File: src/rtl/osc_wrap_pkg.sv
package osc_wrap_pkg;

  // Route choice of an input cell during oscillation test
  typedef enum logic {
    RT_CHAIN = 1'b0,
    RT_PIN   = 1'b1
  } route_t;

  // Polarity choice of an output cell during oscillation test
  typedef enum logic {
    POL_TRUE   = 1'b0,
    POL_INVERT = 1'b1
  } pol_t;

endpackage

File: src/rtl/osc_cfg_stage.sv
// Shift stage plus shadow configuration bit shared by both cell kinds.
module osc_cfg_stage (
  input  logic clk,
  input  logic rst_n,
  input  logic si,
  input  logic shift_en,
  input  logic update_en,
  input  logic osc_en,
  output logic sh_q,
  output logic cfg_q
);

  logic sh_d;
  logic cfg_d;
  logic sh_ce;
  logic cfg_ce;

  always_comb begin
    sh_ce  = shift_en  & ~osc_en;
    cfg_ce = update_en & ~osc_en;
    sh_d   = sh_ce  ? si   : sh_q;
    cfg_d  = cfg_ce ? sh_q : cfg_q;
  end

  always_ff @(posedge clk or negedge rst_n) begin
    if (!rst_n) begin
      sh_q  <= 1'b0;
      cfg_q <= 1'b0;
    end else begin
      sh_q  <= sh_d;
      cfg_q <= cfg_d;
    end
  end

  // a shift edge in normal mode captures the upstream bit
  assert_shift_capture_R3: assert property (@(posedge clk) disable iff (!rst_n)
    (shift_en && !osc_en) |=> (sh_q == $past(si)));

  // without an update strobe the configuration bit holds
  assert_shadow_hold_R4: assert property (@(posedge clk) disable iff (!rst_n)
    !update_en |=> $stable(cfg_q));

  // strobes are ignored while the test enable is high
  assert_cfg_frozen_R9: assert property (@(posedge clk) disable iff (!rst_n)
    osc_en |=> ($stable(cfg_q) && $stable(sh_q)));

endmodule

File: src/rtl/osc_in_cell.sv
// Input-pin wrapper cell: pin -> core, with a routable loop path.
module osc_in_cell
  import osc_wrap_pkg::*;
(
  input  logic clk,
  input  logic rst_n,
  input  logic si,
  input  logic shift_en,
  input  logic update_en,
  input  logic osc_en,
  input  logic pin_in,
  output logic core_in,
  output logic so
);

  logic   sh_q;
  logic   cfg_q;
  logic   held_q;
  logic   held_d;
  route_t route;
  logic   loop_src;

  osc_cfg_stage u_cfg (
    .clk       (clk),
    .rst_n     (rst_n),
    .si        (si),
    .shift_en  (shift_en),
    .update_en (update_en),
    .osc_en    (osc_en),
    .sh_q      (sh_q),
    .cfg_q     (cfg_q)
  );

  // Hold stage: tracks the pin in normal mode, frozen during test
  always_comb begin
    held_d = osc_en ? held_q : pin_in;
  end

  always_ff @(posedge clk or negedge rst_n) begin
    if (!rst_n) begin
      held_q <= 1'b0;
    end else begin
      held_q <= held_d;
    end
  end

  // Path selection muxes
  always_comb begin
    route    = route_t'(cfg_q);
    loop_src = (route == RT_PIN) ? pin_in : si;
    core_in  = osc_en ? held_q : pin_in;
    so       = osc_en ? loop_src : sh_q;
  end

  // the core-side value is frozen across consecutive test cycles
  assert_core_freeze_R8: assert property (@(posedge clk) disable iff (!rst_n)
    (osc_en && $past(osc_en)) |-> $stable(core_in));

endmodule

File: src/rtl/osc_out_cell.sv
// Output-pin wrapper cell: core -> pin, with a polarity-controlled loop path.
module osc_out_cell
  import osc_wrap_pkg::*;
(
  input  logic clk,
  input  logic rst_n,
  input  logic si,
  input  logic shift_en,
  input  logic update_en,
  input  logic osc_en,
  input  logic core_out,
  output logic pin_out,
  output logic so
);

  logic sh_q;
  logic cfg_q;
  pol_t pol;
  logic loop_drv;

  osc_cfg_stage u_cfg (
    .clk       (clk),
    .rst_n     (rst_n),
    .si        (si),
    .shift_en  (shift_en),
    .update_en (update_en),
    .osc_en    (osc_en),
    .sh_q      (sh_q),
    .cfg_q     (cfg_q)
  );

  always_comb begin
    pol      = pol_t'(cfg_q);
    loop_drv = (pol == POL_INVERT) ? ~si : si;
    pin_out  = osc_en ? loop_drv : core_out;
    so       = osc_en ? si : sh_q;
  end

endmodule

File: src/rtl/osc_wrap_chain.sv
// Wrapper chain around one core: input cells first, then output cells.
module osc_wrap_chain #(
  parameter int N_IN  = 4,
  parameter int N_OUT = 4
) (
  input  logic             clk,
  input  logic             rst_n,
  input  logic             scan_in,
  input  logic             shift_en,
  input  logic             update_en,
  input  logic             osc_en,
  input  logic [N_IN-1:0]  pin_in,
  output logic [N_IN-1:0]  core_in,
  input  logic [N_OUT-1:0] core_out,
  output logic [N_OUT-1:0] pin_out,
  output logic             scan_out
);

  localparam int LEN = N_IN + N_OUT;

  logic [LEN:0] link;

  assign link[0]  = scan_in;
  assign scan_out = link[LEN];

  for (genvar i = 0; i < N_IN; i++) begin : g_in
    osc_in_cell u_cell (
      .clk       (clk),
      .rst_n     (rst_n),
      .si        (link[i]),
      .shift_en  (shift_en),
      .update_en (update_en),
      .osc_en    (osc_en),
      .pin_in    (pin_in[i]),
      .core_in   (core_in[i]),
      .so        (link[i+1])
    );
  end

  for (genvar j = 0; j < N_OUT; j++) begin : g_out
    osc_out_cell u_cell (
      .clk       (clk),
      .rst_n     (rst_n),
      .si        (link[N_IN+j]),
      .shift_en  (shift_en),
      .update_en (update_en),
      .osc_en    (osc_en),
      .core_out  (core_out[j]),
      .pin_out   (pin_out[j]),
      .so        (link[N_IN+j+1])
    );
  end

endmodule

File: config.mk
export PLATFORM = sky130hd
export DESIGN_NAME = osc_wrap_chain
export DESIGN_NICKNAME = d
export VERILOG_FILES = /design/src/rtl/osc_wrap_pkg.sv /design/src/rtl/osc_cfg_stage.sv /design/src/rtl/osc_in_cell.sv /design/src/rtl/osc_out_cell.sv /design/src/rtl/osc_wrap_chain.sv
export SDC_FILE = /design/constraint.sdc
export NUM_CORES = 1
export LEC_CHECK = 0
export ABC_AREA = 1
export BUFFER_PORTS_ARGS = -buffer_cell sky130_fd_sc_hd__buf_2
export CAP_MARGIN = 20
export CORE_AREA = 10 10 61 63
export CTS_CLUSTER_SIZE = 24
export DETAILED_ROUTE_END_ITERATION = 8
export DIE_AREA = 0 0 71 73
export HOLD_SLACK_MARGIN = 0.08
export PLACE_DENSITY = 0.69
export SLEW_MARGIN = 20
export SYNTH_ARGS = -nofsm -noshare
export SYNTH_HDL_FRONTEND = slang
export SYNTH_SLANG_ARGS = --single-unit
File: constraint.sdc
create_clock -name clk -period 2.39 [get_ports clk]
set_input_delay 0.478 -clock clk [delete_from_list [all_inputs] [get_ports clk]]
set_output_delay 0.478 -clock clk [all_outputs]
set_load 0.01 [all_outputs]
==> results of run 1 <==
-- kinds of logic (layout without fill, tap and decap cells) --
kind of cell,Yosys count,count (layout),synth area share [%]
buf+inv,30,44,14.48
mux,3,3,3.103
flops,20,20,45.98
simple gates,55,55,24.02
compound gates,21,21,12.41
-- state kept, by name, indices dropped and copies added, names as in the netlist --
name,cells
g_in.u_cell.held_q,4
g_in.u_cell.u_cfg.cfg_q,4
g_in.u_cell.u_cfg.sh_q,4
g_out.u_cell.u_cfg.cfg_q,4
g_out.u_cell.u_cfg.sh_q,4
-- path summary, 6_finish.rpt --
path,start,end,slack (ns),cells after the start
hold / removal,rst_n,g_in[0].u_cell.held_q,0.11,1
hold reg to reg,g_in[1].u_cell.held_q,g_in[1].u_cell.held_q,0.49,2
setup / recovery,g_in[0].u_cell.u_cfg.cfg_q,pin_out[3],0.23,13
max in group asynchronous,rst_n,g_out[2].u_cell.u_cfg.sh_q,1.97,1
min in group clk,pin_in[1],g_in[1].u_cell.held_q,0.41,3
setup reg to reg,g_in[0].u_cell.u_cfg.cfg_q,g_in[3].u_cell.u_cfg.sh_q,1.33,8
-- worst max-delay path: cells and delay by family, from the launching register on --
kind,cells,cell delay (ns)
simple gates,10,0.74
flops,1,0.40
compound gates,1,0.05
buf+inv,2,0.18
-- area by class of cell --
cell class	count	area [µm²]
flip-flops and latches	20	500.5
repair buffers	23	117.6
multi-input cells	79	430.4
inverters	18	75.07
fillers	259	1430
well taps	31	38.79
clock buffers	3	22.52
-- layout by cell type (no fill, tap or decap) --
cell	n
a21oi_2	4
a21oi_4	1
a31oi_1	3
buf_2	22
buf_4	1
clkbuf_4	3
dfrtp_1	20
inv_1	17
inv_8	1
mux2_2	3
nand2_1	32
nand2_2	3
nand2_4	1
nand3_1	4
nand3_2	3
nand3_4	1
nor2_1	10
nor2_2	1
o21ai_0	13
-- layer usage --
layer,wire (µm),up-vias
li1,-,427
met1,960,366
met2,853,33
met3,157,5
met4,45,0
met5,0,-
-- per-stage QoR --
| stage | power, mW | util (%) | hold slack, ns |
|---|---|---|---|
| after floorplan | 0.6425 | - | 0.1824 |
| after global placement | 0.6840 | 44.45 | 0.4458 |
| after detailed placement | 0.6917 | 44.45 | 0.4500 |
| after CTS | 0.8466 | 45.31 | 0.1207 |
| after global routing | 0.9069 | 45.31 | 0.1190 |
| final | 0.8367 | 45.31 | 0.1064 |
-- where the power goes --
part           switching (mW)  total, mW  internal [mW]
Clock                  0.0963      0.155         0.0586
Combinational           0.140      0.239         0.0985
Sequential             0.0425      0.443          0.401
-- cells in the mapped netlist --
cell      number  area share (%)
a21oi_4        1             1.5
nand3_4        1             1.6
nor2_1        10             3.4
inv_8          1             1.0
inv_1         17             5.9
buf_4          8             5.5
clkbuf_1       3             1.0
nand3_1        4             1.8
nand2_4        1             1.0
nand2_2        3             1.7
a31oi_1        3             1.7
mux2_2         3             3.1
nand3_2        3             2.8
buf_6          1             1.0
nor2_2         1            0.58
nand2_1       32              11
dfrtp_1       20              46
a21oi_2        4             3.2
o21ai_0       13             6.0
==> summary.md, run 1 <==
| Metric | Value |
|---|---|
| CP peak stage delay | 0.40 ns |
| Worst-path cell chain | inv_1 > nand2_1 > nand3_2 > nand3_2 > nand2_2 > nand3_2 > nand2_2 > nand3_4 > nand2_2 > nand2_1 > nand2_1 > a21oi_2 > buf_2 |
| # resized after CTS | 0 |
| I/O pins | 23 |
| Setup WS pre-CTS | 0.3021 ns |
| Peak fanout along the critical path | 5 |
| FMAX | 463.3 MHz |
| Measured slew at the worst slew-check pin | 0.4424 ns |
| Clk slew on worst S/H paths | 0.11 ns |
| DRT iter0 DRCs | 49 |
| Global-route wire length before repair | 3553 µm |
| Placed cell count | 171 |
| Syn_nets | 143 |
| IO buf count | 22 |
| Tmin final | 2.158 ns |
| Post-DRT Antenna Nets | 0 |
| Synthesized area per cell | 8.438 µm² |
| Number of iterations in the first detailed-routing pass | 5 |
| Initial antenna violation count | 0 |
| Via count | 831 |
| Largest net degree at the start of global routing | 21 |
| PwrDens | 706.1 nW/µm² |
| Root buf cell | clkbuf_4 |
| Post-CTS Hold Buffers | 0 |
| Setup TNS Final | 0 ns |
| Dpl cell area | 1162 µm² |
| Leakage | 0.6172 nW |
| Area delta synth->final | 8.851% |
| Grt ovf | 0 |
| Setup Buffers After CTS | 0 |
| Endpoints failing setup | 0 |
| CP Class | reg2out |
| Die height | 73 µm |
| Initial Utilization | 41.63% |
| Grt met3 use | 2.313% |
| Yosys reg bits | 20 |
| Non-Filler Instances | 174 |
| Crit path capture type | primary output |
| Max_slew headroom | 70.50% |
| Met2 Use GR | 11.87% |
| DRC errors left | 0 |
| Grt peak-use layer | met2 |
| RSZ-0062 raised after global routing | false |
| Synthesized cell area | 1089 µm² |
| Hold crit path type | in2async |
| Synth cell types | 19 |
| RePlAce Congestion | 0.8413 |
| Sequential-to-total area share from yosys stat | 45.98% |
| Max clock buf depth | 2 |
| Clk Latency, worst-skew pair | 0.29 ns |
| CTS H-tree depth | 1 |
| Vias in the first global route | 791 |
| DP HPWL | 1599 µm |
| Status | complete, no violations |
| Tcrit/Tclk final | 90.31% |
| WL final | 2016 µm |
| Num rows | 19 |
| Core Box Area | 2615 µm² |
| Antenna diodes | 0 |
| Setup Skew | 0.007568 ns |
| Crit start category | register |
| Max-slew violation count | 0 |
| Routed wire per std cell | 11.59 µm |
| Share of cells above drive strength 1 | 30.77% |
| Peak supply drop | 0.2988 mV |
| Total GRT Usage | 8.205% |
| Gate count after technology mapping | 129 |
| DIE WIDTH | 71 µm |
| Post-route cell area | 1185 µm² |
| Die footprint | 5183 µm² |
| Global routing usage on met1 | 10.45% |
| Fin. Hold Viols | 0 |
| Crit path arrival time | 1.68 ns |
| Layout Nets | 159 |
| Max_cap viols | 0 |
| Setup WS post-layout | 0.2316 ns |
| Clk sinks | 20 |
| Yosys warns | 0 |
| WP data required | 1.91 ns |
| Slowest CP cell | dfrtp_1 |
| Drt via density | 4.776 |
| Clock tree from TritonCTS | done |
| CTS Buf Count | 3 |
(Power assumes the default switching activity.)
==> run 2, diff against run 1 <==
- clock period: 2.39 -> 2.35 ns (I/O delays scaled with it)
==> run 2 against run 1 <==
Net effect:
- register-to-register slack worse by 0.05 ns
- final area up 2.1%
- global-route usage grew 0.23 points
- clock power about the same
- non-clock buffer count is 1 higher
- highest routed layer unchanged
- critical path depth stayed put
- core utilization up 0.96 points
- worst setup slack worse by 0.034 ns
- combinational power increased by 8.8%
==> summary.md, run 2 (synthesized netlist as in run 1, its figures left out) <==
| Metric | Value |
|---|---|
| Status | complete, no violations |
| Post-CTS Hold Buffers | 0 |
| I/O pins | 23 |
| Initial Utilization | 41.63% |
| Hold crit path type | in2async |
| Die height | 73 µm |
| Dpl cell area | 1162 µm² |
| Reg power frac | 52.1% |
| Max clock buf depth | 2 |
| Layout Nets | 160 |
| Initial antenna violation count | 0 |
| Sw power | 290.0 µW |
| Grt ovf | 0 |
| Fillers | 268 |
| Core Box Area | 2615 µm² |
| Via count | 820 |
| Antenna diodes | 0 |
| Post-route cell area | 1210 µm² |
| Kind of cell adding the most delay to the critical path | simple AND/OR/NAND/NOR gates |
| Setup Skew | 0.007713 ns |
| WL met3 | 143 µm |
| Slowest CP cell | dfrtp_1 |
| RSZ-0062 raised after global routing | false |
| Routed wire per std cell | 11.70 µm |
| CP peak stage delay | 0.41 ns |
| Num rows | 19 |
| Worst r2r src | g_in[0].u_cell.u_cfg.cfg_q |
| Worst-path cell chain | inv_1 > nand2_1 > nand3_2 > nand3_2 > nand2_2 > nand3_2 > nand2_2 > nand3_4 > nand2_4 > nand2_2 > nand2_1 > a21oi_2 > buf_2 |
| Setup TNS Final | 0 ns |
| Fin. Hold Viols | 0 |
| Crit path arrival time | 1.68 ns |
| Commonest non-fill, non-tap cell in the layout | nand2_1 |
| Most frequent cells in the layout | nand2_1, buf_2, dfrtp_1 |
| IO buf count | 22 |
| Met2 wire length | 920 µm |
| DIE WIDTH | 71 µm |
| Max Used Layer | met4 |
| Peak fanout along the critical path | 5 |
| Die footprint | 5183 µm² |
| WL final | 2048 µm |
| Area delta synth->final | 11.15% |
| Crit start category | register |
| CTS Buf Count | 3 |
| Core Util, Final | 46.27% |
| Share of cells above drive strength 1 | 34.72% |
| Max-slew violation count | 0 |
| Max_slew headroom | 70.06% |
| Max_cap viols | 0 |
| Leakage | 0.6253 nW |
| PwrDens | 716.5 nW/µm² |
| DP HPWL | 1627 µm |
| Tcrit/Tclk final | 91.58% |
| Drt via density | 4.686 |
| WP data required | 1.88 ns |
| WP buf/inv | 2 |
| Clk slew on worst S/H paths | 0.11 ns |
| DRT iter0 DRCs | 54 |
| Crit path capture type | primary output |
| Global-route wire length before repair | 3622 µm |
| Setup WS post-layout | 0.1978 ns |
| Total GRT Usage | 8.436% |
| Gate power share | 30.0% |
| FMAX | 464.6 MHz |
| Clock tree from TritonCTS | done |
| CP Class | reg2out |
| RePlAce Congestion | 0.8412 |
| Post-DRT Antenna Nets | 0 |
| Measured slew at the worst slew-check pin | 0.4491 ns |
| Peak supply drop | 0.3271 mV |
| Root buf cell | clkbuf_4 |
| Wl on met1 | 960 µm |
| Setup WS pre-CTS | 0.2592 ns |
| Clk Latency, worst-skew pair | 0.29 ns |
| CTS H-tree depth | 1 |
| Cell count of the worst reg-to-reg path | 8 |
| Int Pwr | 577.0 µW |
| Vias in the first global route | 828 |
| R2R Path End | g_in[3].u_cell.u_cfg.sh_q |
| Clock power share | 18.0% |
| Largest net degree at the start of global routing | 21 |
| Sw frac | 33.45% |
| FF-to-FF setup slack | 1.28 ns |
| Number of iterations in the first detailed-routing pass | 4 |
| DRC errors left | 0 |
| Clk sinks | 20 |
| Tmin final | 2.152 ns |
| Endpoints failing setup | 0 |
| WHS | 0.1026 ns |
run 2: per-stage QoR:
step                power (mW)  std cells
floorplan               0.6534        129
global placement        0.6956        171
detailed placement      0.7043        171
CTS                     0.8590        174
global route            0.9405        175
finish                  0.8670        175
run 2: cell type report:
| type | instances | area (µm²) | area share (%) |
|---|---|---|---|
| Clock buffer | 3 | 22.52 | 1.861 |
| Inverter | 18 | 75.07 | 6.205 |
| Multi-Input combinational cell | 79 | 447.9 | 37.02 |
| Sequential cell | 20 | 500.5 | 41.37 |
| Tap cell | 31 | 38.79 | 3.206 |
| Timing Repair Buffer | 24 | 125.1 | 10.34 |
run 2: layer usage:
metal,track usage [%],vias to the layer above
li1,-,426
met1,10.00,368
met2,12.96,24
met3,2.585,2
met4,5.376,0
met5,0,-
run 2: power by group through the flow:
stage	clock, mW	sequential, mW	combinational (mW)
after floorplan	0	0.446	0.207
after global placement	0	0.456	0.240
after detailed placement	0	0.458	0.246
after CTS	0.161	0.452	0.246
after global routing	0.181	0.461	0.299
final	0.156	0.451	0.260
run 2: what timing repair did:
action | CTS | global route
buffers inserted | 0 | 1
resized for setup | 0 | 6
setup endpoints to repair | 0 | 4
run 2: how the worst max path moves through the flow:
| stage | from | to | cells after the start | slack (ns) |
|---|---|---|---|---|
| floorplan | osc_en | pin_out[0] | 13 | 0.46 |
| global placement | pin_in[0] | pin_out[3] | 14 | 0.32 |
| detailed placement | pin_in[0] | pin_out[3] | 14 | 0.26 |
| CTS | g_in[0].u_cell.u_cfg.cfg_q | pin_out[3] | 12 | 0.19 |
| global route | g_in[0].u_cell.u_cfg.cfg_q | pin_out[3] | 13 | 0.0004 |
| finish | g_in[0].u_cell.u_cfg.cfg_q | pin_out[2] | 13 | 0.20 |
run 2: worst reg2reg max path, stage by stage (launching register included):
cell and delay (ns):
dfrtp_1 0.41, inv_1 0.06, nand2_1 0.05, nand3_2 0.07, nand3_2 0.06, nand2_2 0.08
nand3_2 0.07, nand2_2 0.09, a31oi_1 0.08
